File: config.mk
export PLATFORM = sky130hd
export DESIGN_NAME = tick_timer
export DESIGN_NICKNAME = d
export VERILOG_FILES = /design/src/rtl/tmr_pkg.sv /design/src/rtl/tmr_counter.sv /design/src/rtl/tmr_clkout.sv /design/src/rtl/tmr_regs.sv /design/src/rtl/tick_timer.sv
export SDC_FILE = /design/constraint.sdc
export NUM_CORES = 1
export LEC_CHECK = 0
export BUFFER_PORTS_ARGS = -buffer_cell sky130_fd_sc_hd__buf_2
export CORE_ASPECT_RATIO = 0.8
export CORE_UTILIZATION = 30
export CTS_CLUSTER_SIZE = 16
export DETAILED_ROUTE_END_ITERATION = 8
export GPL_ROUTABILITY_DRIVEN = 0
export PLACE_DENSITY = 0.58
export SYNTH_ARGS = -nofsm -noshare
export SYNTH_HDL_FRONTEND = slang
export SYNTH_HIERARCHICAL = 1
export SYNTH_SLANG_ARGS = --single-unit
File: constraint.sdc
create_clock -name clk -period 6.6 [get_ports clk]
set_clock_uncertainty 0.15 [all_clocks]
set_input_delay 0.99 -clock clk [delete_from_list [all_inputs] [get_ports clk]]
set_output_delay 0.99 -clock clk [all_outputs]
set_load 0.005 [all_outputs]
File: src/rtl/tmr_pkg.sv
package tmr_pkg;
  typedef enum logic [1:0] {
    SEL_CTRL   = 2'd0,
    SEL_RELOAD = 2'd1,
    SEL_COUNT  = 2'd2,
    SEL_INTR   = 2'd3
  } reg_sel_e;

  localparam int CTL_RUN    = 0;
  localparam int CTL_PRESET = 1;
  localparam int CTL_OUTEN  = 2;

  localparam int INT_EN     = 0;
  localparam int INT_FLAG   = 1;
  localparam int INT_LVL_LO = 4;
endpackage

File: src/rtl/tmr_counter.sv
module tmr_counter #(
  parameter int DW = 8
) (
  input  logic          clk,
  input  logic          rst,
  input  logic          tick,
  input  logic          run,
  input  logic          preset,
  input  logic [DW-1:0] reload,
  output logic [DW-1:0] count,
  output logic          uf
);
  localparam logic [DW-1:0] ZERO = '0;
  localparam logic [DW-1:0] ONE  = DW'(1);

  logic step;
  assign step = tick & run & ~preset;
  assign uf   = step & (count == ZERO);

  always_ff @(posedge clk) begin
    if (rst) begin
      count <= ZERO;
    end else if (preset) begin
      count <= reload;
    end else if (step) begin
      if (count == ZERO) count <= reload;
      else               count <= count - ONE;
    end
  end
endmodule

File: src/rtl/tmr_clkout.sv
module tmr_clkout (
  input  logic clk,
  input  logic rst,
  input  logic out_en,
  input  logic uf,
  output logic pin_out,
  output logic ser_clk
);
  always_ff @(posedge clk) begin
    if (rst) begin
      pin_out <= 1'b0;
      ser_clk <= 1'b1;
    end else begin
      pin_out <= out_en & uf;
      if (!out_en)  ser_clk <= 1'b1;
      else if (uf)  ser_clk <= ~ser_clk;
    end
  end
endmodule

File: src/rtl/tmr_regs.sv
module tmr_regs
  import tmr_pkg::*;
#(
  parameter int DW    = 8,
  parameter int AW    = 2,
  parameter int LVL_W = 3
) (
  input  logic             clk,
  input  logic             rst,
  input  logic             wr,
  input  logic [AW-1:0]    addr,
  input  logic [DW-1:0]    wdata,
  input  logic [DW-1:0]    count,
  input  logic             uf,
  output logic [DW-1:0]    rdata,
  output logic             run,
  output logic             out_en,
  output logic             preset,
  output logic [DW-1:0]    reload,
  output logic             int_en,
  output logic             int_flag,
  output logic [LVL_W-1:0] level
);
  reg_sel_e sel;
  logic     wr_ctl, wr_rel, wr_int;
  logic [DW-1:0] rd_mux;

  assign sel    = reg_sel_e'(addr);
  assign wr_ctl = wr && (sel == SEL_CTRL);
  assign wr_rel = wr && (sel == SEL_RELOAD);
  assign wr_int = wr && (sel == SEL_INTR);
  assign preset = wr_ctl && wdata[CTL_PRESET];

  always_ff @(posedge clk) begin
    if (rst) begin
      run    <= 1'b0;
      out_en <= 1'b0;
      reload <= '0;
      int_en <= 1'b0;
      level  <= '0;
    end else begin
      if (wr_ctl) begin
        run    <= wdata[CTL_RUN];
        out_en <= wdata[CTL_OUTEN];
      end
      if (wr_rel) reload <= wdata;
      if (wr_int) begin
        int_en <= wdata[INT_EN];
        level  <= wdata[INT_LVL_LO +: LVL_W];
      end
    end
  end

  always_ff @(posedge clk) begin
    if (rst)                             int_flag <= 1'b0;
    else if (uf)                         int_flag <= 1'b1;
    else if (wr_int && wdata[INT_FLAG])  int_flag <= 1'b0;
  end

  always_comb begin
    rd_mux = '0;
    unique case (sel)
      SEL_CTRL: begin
        rd_mux[CTL_RUN]   = run;
        rd_mux[CTL_OUTEN] = out_en;
      end
      SEL_RELOAD: rd_mux = reload;
      SEL_COUNT:  rd_mux = count;
      SEL_INTR: begin
        rd_mux[INT_EN]                = int_en;
        rd_mux[INT_FLAG]              = int_flag;
        rd_mux[INT_LVL_LO +: LVL_W]   = level;
      end
      default: rd_mux = '0;
    endcase
  end

  always_ff @(posedge clk) begin
    if (rst) rdata <= '0;
    else     rdata <= rd_mux;
  end
endmodule

File: src/rtl/tick_timer.sv
module tick_timer #(
  parameter int DW    = 8,
  parameter int AW    = 2,
  parameter int LVL_W = 3
) (
  input  logic             clk,
  input  logic             rst,
  input  logic             tick,
  input  logic             bus_wr,
  input  logic [AW-1:0]    bus_addr,
  input  logic [DW-1:0]    bus_wdata,
  output logic [DW-1:0]    bus_rdata,
  output logic             pin_out,
  output logic             ser_clk,
  output logic             irq,
  output logic [LVL_W-1:0] irq_level
);
  logic          run, out_en, preset, int_en, int_flag, uf;
  logic [DW-1:0] reload, count;

  tmr_regs #(.DW(DW), .AW(AW), .LVL_W(LVL_W)) u_regs (
    .clk(clk), .rst(rst), .wr(bus_wr), .addr(bus_addr), .wdata(bus_wdata),
    .count(count), .uf(uf), .rdata(bus_rdata), .run(run), .out_en(out_en),
    .preset(preset), .reload(reload), .int_en(int_en), .int_flag(int_flag),
    .level(irq_level)
  );

  tmr_counter #(.DW(DW)) u_cnt (
    .clk(clk), .rst(rst), .tick(tick), .run(run), .preset(preset),
    .reload(reload), .count(count), .uf(uf)
  );

  tmr_clkout u_out (
    .clk(clk), .rst(rst), .out_en(out_en), .uf(uf),
    .pin_out(pin_out), .ser_clk(ser_clk)
  );

  assign irq = int_flag & int_en;
endmodule

==> results of run 1 <==
[routing by layer]
layer,wire length (µm),up-vias,global-route usage [%],part of all wire [%]
li1,-,727,-,-
met1,2090,672,23.2,50
met5,0,-,0,0
met3,291,2,4.05,7.0
met4,26,0,4.44,0.63
met2,1750,53,21.3,42
[cells by family (layout without fill, tap and decap cells)]
kind of cell,Yosys count,in the layout,share of synthesized area (%)
AOI/OAI and AO/OA,58,58,25.9
xor gates and xnor gates,2,2,1.03
buffers and inverters,19,41,5.73
DFF,33,33,38.8
muxes,2,2,1.25
adders and majority gates,7,7,5.15
and+or+nand+nor,65,65,22.1
[metrics by stage]
| step | setup slack, ns | power (µW) | cell area (µm²) |
|---|---|---|---|
| floorplan | 3.80 | 244 | 1700 |
| global placement | 3.60 | 257 | 1860 |
| detailed placement | 3.44 | 257 | 1860 |
| CTS | 3.70 | 452 | 1980 |
| global route | 3.59 | 467 | 1980 |
| finish | 3.70 | 448 | 1980 |
[report_power, final]
part	leakage (µW)	switching (µW)	internal, µW	total, µW
Sequential	0.000267	4.12	204	208
Combinational	0.000465	27.2	17.5	44.7
Clock	0.0000585	72.0	123	195
[synth_stat cells (2+ instances only)]
cell type	instances
dfxtp_1	33
a21oi_1	19
nand3_1	15
a21bo_2	14
nor2_1	11
nor3_1	9
ha_1	7
nand2_1	7
clkbuf_1	6
inv_1	6
a222oi_1	5
a22oi_1	4
a31oi_1	4
nor3b_1	4
buf_2	3
o21ai_0	3
and2_1	2
and3_1	2
buf_4	2
buf_6	2
nand2b_1	2
o22ai_1	2
[how the worst max path moves through the flow]
stage,from,endpoint,slack (ns),cells past startpoint
2_1_floorplan,bus_addr[0],u_regs/int_flag,3.80,8
3_3_place_gp,bus_addr[0],u_regs/int_flag,3.60,7
3_5_place_dp,bus_addr[0],u_regs/int_flag,3.44,7
4_1_cts,bus_addr[0],u_regs/int_flag,3.70,7
5_1_grt,bus_addr[0],u_regs/int_flag,3.59,7
6_report,bus_addr[0],u_regs/int_flag,3.70,7
[sequential cells by signal (all words and copies together), names as in the netlist, 3 cells and up]
signal,count
u_regs/rdata,8
u_cnt/count,8
u_regs/reload,8
u_regs/level,3
[critical path, delay by kind of cell]
kind / cells / cell delay [ns]
and+or+nand+nor: 4 / 1.44
adders and majority gates: 1 / 0.34
buffers and inverters: 2 / 0.17
[final cells by class]
type | count | share of cell area, %
tap | 78 | 4.94
multi-input combinational | 134 | 47.8
timing repair buffer | 27 | 6.84
clock inverter | 1 | 1.52
inverter | 6 | 1.14
sequential | 33 | 33.4
clock buffer | 7 | 4.37
==> flow_summary.toml, run 1 <==
[sta]
rsz0062_at_grt = "no"
holdWs_ns = 0.312
fmax_mhz = 345
worst_slew_pin_slew_ns = 0.891
period_needed_ns = 2.90
final-setup-viol-count = 0
drv_slew = 0
fin_crit_sh_pct = 44.0
tns_ns = 0
max_slew_margin_pct = 40.6
finalHoldViolCount = 0

[synthesis]
synth_cells = 186
ys_types = 46
ys_async_sr_fraction_pct = 0
synthesis.area_um2 = 1700
syn_nets = 207
synth-edff-count = 0
synth_top_flop_cell = "dfxtp_1"
synth_warnings = 6
synth_top_area_share_pct = 38.8
syn_area_per_cell_um2 = 9.15
ys_seq_elements = 33
ys_seq_area_share_pct = 38.8
yosys.area.top_type = "dfxtp_1"
synth.area.top_cells = "dfxtp_1, a21bo_2, a21oi_1"

[setup_path]
crit_type = "in2reg"
required_ns = 6.66
cp_data_arrival_time_ns = 2.96
r2r_cells = 6
endpoint_kind = "flop"
path_cells = "buf_2 > inv_1 > ha_1 > and3_1 > nor3b_1 > and4b_2 > nor3_1"
slowest_delay_ns = 0.58
critPathMaxFanout = 16
startpoint_type = "primary input"
r2r_end = "u_regs/int_flag"
rrSetupSlack_ns = 4.28
r2r_start = "u_cnt/count[1]"
cp_slowest_cell = "nor3b_1"

[global_routing]
antenna_found_initial = 0
grt_pass1_vias = 1356
grt_pass1_wl_um = 7120
grt_overflow_total = 0
grtUsageTotal_pct = 15.4
grt_max_degree = 36

[routing]
num_vias = 1454
vias_per_cell = 5.08
wl_um = 4160
ant_nets = 0
drt-wirelength-per-cell_um = 14.5
drt-initial-drc-count = 97
drc = 0
first_pass_iters = 5

[cells_and_area]
syn_to_final_growth_pct = 16.1
postLayoutCoreUtil_pct = 36.1
antennaDiodeCount = 0
fin_cells = 286
register_area_um2 = 661
nNetsFinal = 228
multi_input_area_um2 = 943
fillers = 588
drive_gt1_share_pct = 26.9
final_cell_mix = "dfxtp_1, buf_2, a21oi_1"
final_common_cell = "dfxtp_1"

[hold_path]
min_path_type = "reg2reg"
worstHoldEndpoint = "u_out/ser_clk"
worstHoldStart = "u_regs/out_en"
holdPathStages = 1

[clock_tree]
cts_setup_buffers = 0
cts-resized-gates = 0
cts_tree = "built"
numCtsBuffers = 5
clk_pin_slew_ns = 0.07
cts_buffer_depth = 2
postCtsHoldBufs = 0
cts_sinks = 33
htreeDepth = 2
insertion_delay_ns = 0.28
root_buffer = "clkbuf_8"

[placed_design]
dpl.hpwl_um = 2820
dp_cells = 278
portBuffers = 27

[die]
start_util_pct = 31.1
core.rowCount = 24
core_area_um2 = 5470
die_w_um = 86.2
die_area_um2 = 5980
ioPinCount = 28
die_height_um = 69.4

[power]
ir_worst_vdd_uv = 78.0
power.leakage_uw = 0.000791
p_per_area_nw_per_um2 = 227

[flow_run]
cap_viol_max_count = 0

[run_status]
status = "complete, no violations"
Power figures use the tool's default switching activity.
==> inputs of run 2 (changes only) <==
Settings changed: PLACE_DENSITY 0.58 to 0.6.
Clock period 6.6 ns to 2.6 ns, I/O delays scaled along.
==> run 2 against run 1 <==
Power rose to 2.6 times the previous value; hold slack worse by 0.11 ns; utilization increased by 0.96 points; sequential power grew to 2.5 times the previous value; design area is 2.7% higher; count of clock-buffer cells in the layout unchanged; non-clock buffer count up 7; sequential cell count stayed put; global-route usage decreased by 0.67 points; die area is the same; clock power rose to 2.5 times the previous value; first-iteration DRC count increased by 42%; critical endpoint unchanged.
==> flow_summary.toml, run 2 (synthesis results as in run 1) <==
[cells_and_area]
syn_to_final_growth_pct = 19.2
nNetsFinal = 235
final_cell_mix = "dfxtp_1, buf_2, a21oi_1"
fillers = 587
postLayoutCoreUtil_pct = 37.1
final_common_cell = "dfxtp_1"
antennaDiodeCount = 0
drive_gt1_share_pct = 29.3
largestRegisters = "u_cnt/count (8), u_regs/rdata (8), u_regs/reload (8)"

[die]
core.rowCount = 24
die_w_um = 86.2
core_area_um2 = 5470
start_util_pct = 31.1
die_height_um = 69.4
die_area_um2 = 5980
ioPinCount = 28

[global_routing]
grt_pass1_wl_um = 6670
grt_overflow_total = 0
antenna_found_initial = 0
grtUsageTotal_pct = 14.8
grt_pass1_vias = 1305
grt_max_degree = 30

[sta]
max_slew_margin_pct = 63.4
tns_ns = 0
rsz0062_at_grt = "no"
worst_slew_pin_slew_ns = 0.549
fin_crit_sh_pct = 77.0
final-setup-viol-count = 0
drv_slew = 0
fmax_mhz = 499
finalHoldViolCount = 0
period_needed_ns = 2.00

[routing]
drt-initial-drc-count = 138
first_pass_iters = 4
ant_nets = 0
drc = 0
vias_per_cell = 5.04
wl_um = 4110
num_vias = 1477
drt-wirelength-per-cell_um = 14.0

[hold_path]
min_path_type = "in2reg"

[clock_tree]
cts_setup_buffers = 0
postCtsHoldBufs = 0
insertion_delay_ns = 0.28
cts_buffer_depth = 2
clk_pin_slew_ns = 0.07
cts-resized-gates = 0
htreeDepth = 2
root_buffer = "clkbuf_8"
numCtsBuffers = 5
cts_sinks = 33
cts_tree = "built"

[setup_path]
required_ns = 2.66
endpoint_kind = "flop"
rrSetupSlack_ns = 0.60
critPathMaxFanout = 5
cp_data_arrival_time_ns = 2.06
crit_type = "reg2reg"
startpoint_type = "flop"

[run_status]
status = "complete, no violations"

[power]
power.leakage_uw = 0.000825
p_per_area_nw_per_um2 = 565
power_uw = 1150
ir_worst_vdd_uv = 226

[flow_run]
cap_viol_max_count = 0

[placed_design]
dpl.hpwl_um = 2870
portBuffers = 27
[run 2: routing by layer]
| metal | share of wire (%) | track usage, % | vias up |
|---|---|---|---|
| li1 | - | - | 738 |
| met5 | 0 | 0 | - |
| met1 | 51 | 22.9 | 691 |
| met4 | 0.93 | 4.81 | 0 |
| met3 | 5.7 | 3.93 | 6 |
| met2 | 42 | 19.3 | 42 |
[run 2: per-stage QoR]
stage	setup WS, ns	area [µm²]	hold slack (ns)	instances
after floorplan	0.400	1700	0.249	186
after global routing	0.424	2030	0.212	293
after detailed placement	0.483	1910	0.297	285
after CTS	0.629	2030	0.199	293
final	0.597	2030	0.206	293
after global placement	0.507	1910	0.293	285
[run 2: critical path: stages, from the launching register on]
cell and delay, ns:
dfxtp_1 0.34, inv_1 0.11, ha_1 0.21, nor3b_2 0.34
nor3b_1 0.25, buf_4 0.16, and4b_2 0.21, nor3_1 0.15
[run 2: worst paths after layout]
| check | cells after the start | to | from |
|---|---|---|---|
| max | 7 | u_regs/int_flag | u_cnt/count[0] |
| min | 3 | u_regs/reload[3] | bus_wdata[3] |
| max reg2reg | 7 | u_regs/int_flag | u_cnt/count[0] |
| min reg2reg | 1 | u_out/ser_clk | u_regs/out_en |
[run 2: power by group]
group | internal (µW) | switching [µW] | total, µW
registers | 517 | 9.97 | 527
clock network | 312 | 184 | 496
logic | 50.3 | 72.3 | 123
total | 879 | 266 | 1150
[run 2: area by class of cell]
class / count / area [µm²] / share of cell area, %
clock buffers: 7 / 86.3 / 4.26
clock inverters: 1 / 30.0 / 1.48
inverters: 6 / 22.5 / 1.11
multi-input cells: 134 / 943 / 46.5
flip-flops and latches: 33 / 661 / 32.6
well taps: 78 / 97.6 / 4.81
repair buffers: 34 / 188 / 9.25
==> inputs of run 3 (changes only) <==
Clock period 2.6 ns to 1.8 ns, I/O delays scaled along.
==> run 3 against run 2 <==
Non-clock buffer count is 17 higher; worst setup slack worse by 0.53 ns; fmax is 16% higher; largest cell class unchanged; sequential cell count stayed put; utilization is 3.3 points higher; hold slack worse by 0.12 ns; clock power is 45% higher.
==> flow_summary.toml, run 3 (synthesis results as in run 1) <==
[run_status]
status = "complete, no violations"

[cells_and_area]
fillers = 575
nNetsFinal = 252
final_common_cell = "dfxtp_1"
largestRegisters = "u_cnt/count (8), u_regs/rdata (8), u_regs/reload (8)"
register_area_um2 = 661
antennaDiodeCount = 0
multi_input_area_um2 = 983
drive_gt1_share_pct = 37.1
final_cell_mix = "dfxtp_1, buf_2, buf_4"
syn_to_final_growth_pct = 29.8
final_area_um2 = 2210

[sta]
drv_slew = 0
finalHoldViolCount = 0
layout_setup_ws_ns = 0.0706
fmax_mhz = 578
final-setup-viol-count = 0
worst_slew_pin_slew_ns = 0.473
period_needed_ns = 1.73
max_slew_margin_pct = 68.5
tns_ns = 0
rsz0062_at_grt = "no"
holdWs_ns = 0.0858
fin_crit_sh_pct = 96.1

[routing]
drc = 0
first_pass_iters = 5
num_vias = 1570
wl_um = 4310
vias_per_cell = 5.06
ant_nets = 0
drt-initial-drc-count = 78
drt-wirelength-per-cell_um = 13.9

[setup_path]
path_buf_inv = 1
path_cells = "inv_1 > ha_4 > nor3b_4 > nor3b_4 > and4b_2 > nor3_1"
crit_type = "reg2reg"
endpoint_kind = "flop"
required_ns = 1.86
cp_slowest_cell = "dfxtp_1"
critPathMostFrequentCell = "nor3b_4"
path_delay_family = "simple AND/OR/NAND/NOR gates"
startpoint_type = "flop"
cp_data_arrival_time_ns = 1.79
critPathMaxFanout = 5
slowest_delay_ns = 0.31

[global_routing]
grt_pass1_vias = 1482
antenna_found_initial = 0
grt_pass1_wl_um = 7050
grt_max_degree = 30
grtUsageTotal_pct = 15.3
grt_overflow_total = 0

[clock_tree]
cts_tree = "built"
cts_setup_buffers = 0
htreeDepth = 2
clk_pin_slew_ns = 0.07
postCtsHoldBufs = 0
insertion_delay_ns = 0.29
cts_buffer_depth = 2
cts_sinks = 33
numCtsBuffers = 5
root_buffer = "clkbuf_8"

[placed_design]
placed_cell_area_um2 = 2070
portBuffers = 27
post-place-ws_ns = 0.0117
dpl.hpwl_um = 3100

[die]
core_area_um2 = 5470
start_util_pct = 31.1
ioPinCount = 28
die_area_um2 = 5980
core.rowCount = 24
die_height_um = 69.4
die_w_um = 86.2

[power]
p_per_area_nw_per_um2 = 765
ir_worst_vdd_uv = 340
power_uw = 1690
power.leakage_uw = 0.000916

[flow_run]
cap_viol_max_count = 0

[hold_path]
min_path_type = "in2reg"
==> run 3: path summary, 6_finish.rpt <==
| path | from | end | slack [ns] | cells after the start |
|---|---|---|---|---|
| hold / removal | bus_wdata[3] | u_regs/reload[3] | 0.09 | 3 |
| setup reg to reg | u_cnt/count[1] | u_regs/int_flag | 0.07 | 6 |
| setup / recovery | u_cnt/count[1] | u_regs/int_flag | 0.07 | 6 |
| hold reg to reg | u_regs/out_en | u_out/ser_clk | 0.32 | 1 |
==> run 3: final cells by class <==
class / count / share of cell area [%]
tap: 78 / 4.42
sequential: 33 / 29.9
clock inverter: 1 / 1.36
clock buffer: 7 / 3.91
multi-input combinational: 134 / 44.5
timing repair buffer: 51 / 14.8
inverter: 6 / 1.02
==> run 3: where the power goes <==
group	switching [µW]	leakage [µW]	internal, µW
Combinational	113	0.000591	98.0
Clock	267	0.0000585	451
Sequential	13.3	0.000267	746
==> run 3: per-layer routing <==
layer,global-route usage (%),part of all wire (%)
met1,21.2,50
met2,22.8,43
met3,4.29,5.9
met4,5.00,1.5
met5,0,0
==> run 3: timing repair <==
action | CTS | global route
gates cloned | 0 | 0
gates resized for setup | 1 | 4
endpoints found under the setup margin | 1 | 7
==> run 3: stage by stage <==
step / std cells / utilization [%]
final: 310 / 40.4
after global routing: 310 / 40.4
after CTS: 310 / 40.1
after detailed placement: 302 / 37.9
after global placement: 302 / 37.9
after floorplan: 186 / -
==> run 3: worst register-to-register path: cells and delay by family (launching register included) <==
| family | cells | cell delay [ns] |
|---|---|---|
| and+or+nand+nor | 4 | 0.94 |
| DFF | 1 | 0.31 |
| buffers and inverters | 1 | 0.11 |
| adders and majority gates | 1 | 0.15 |
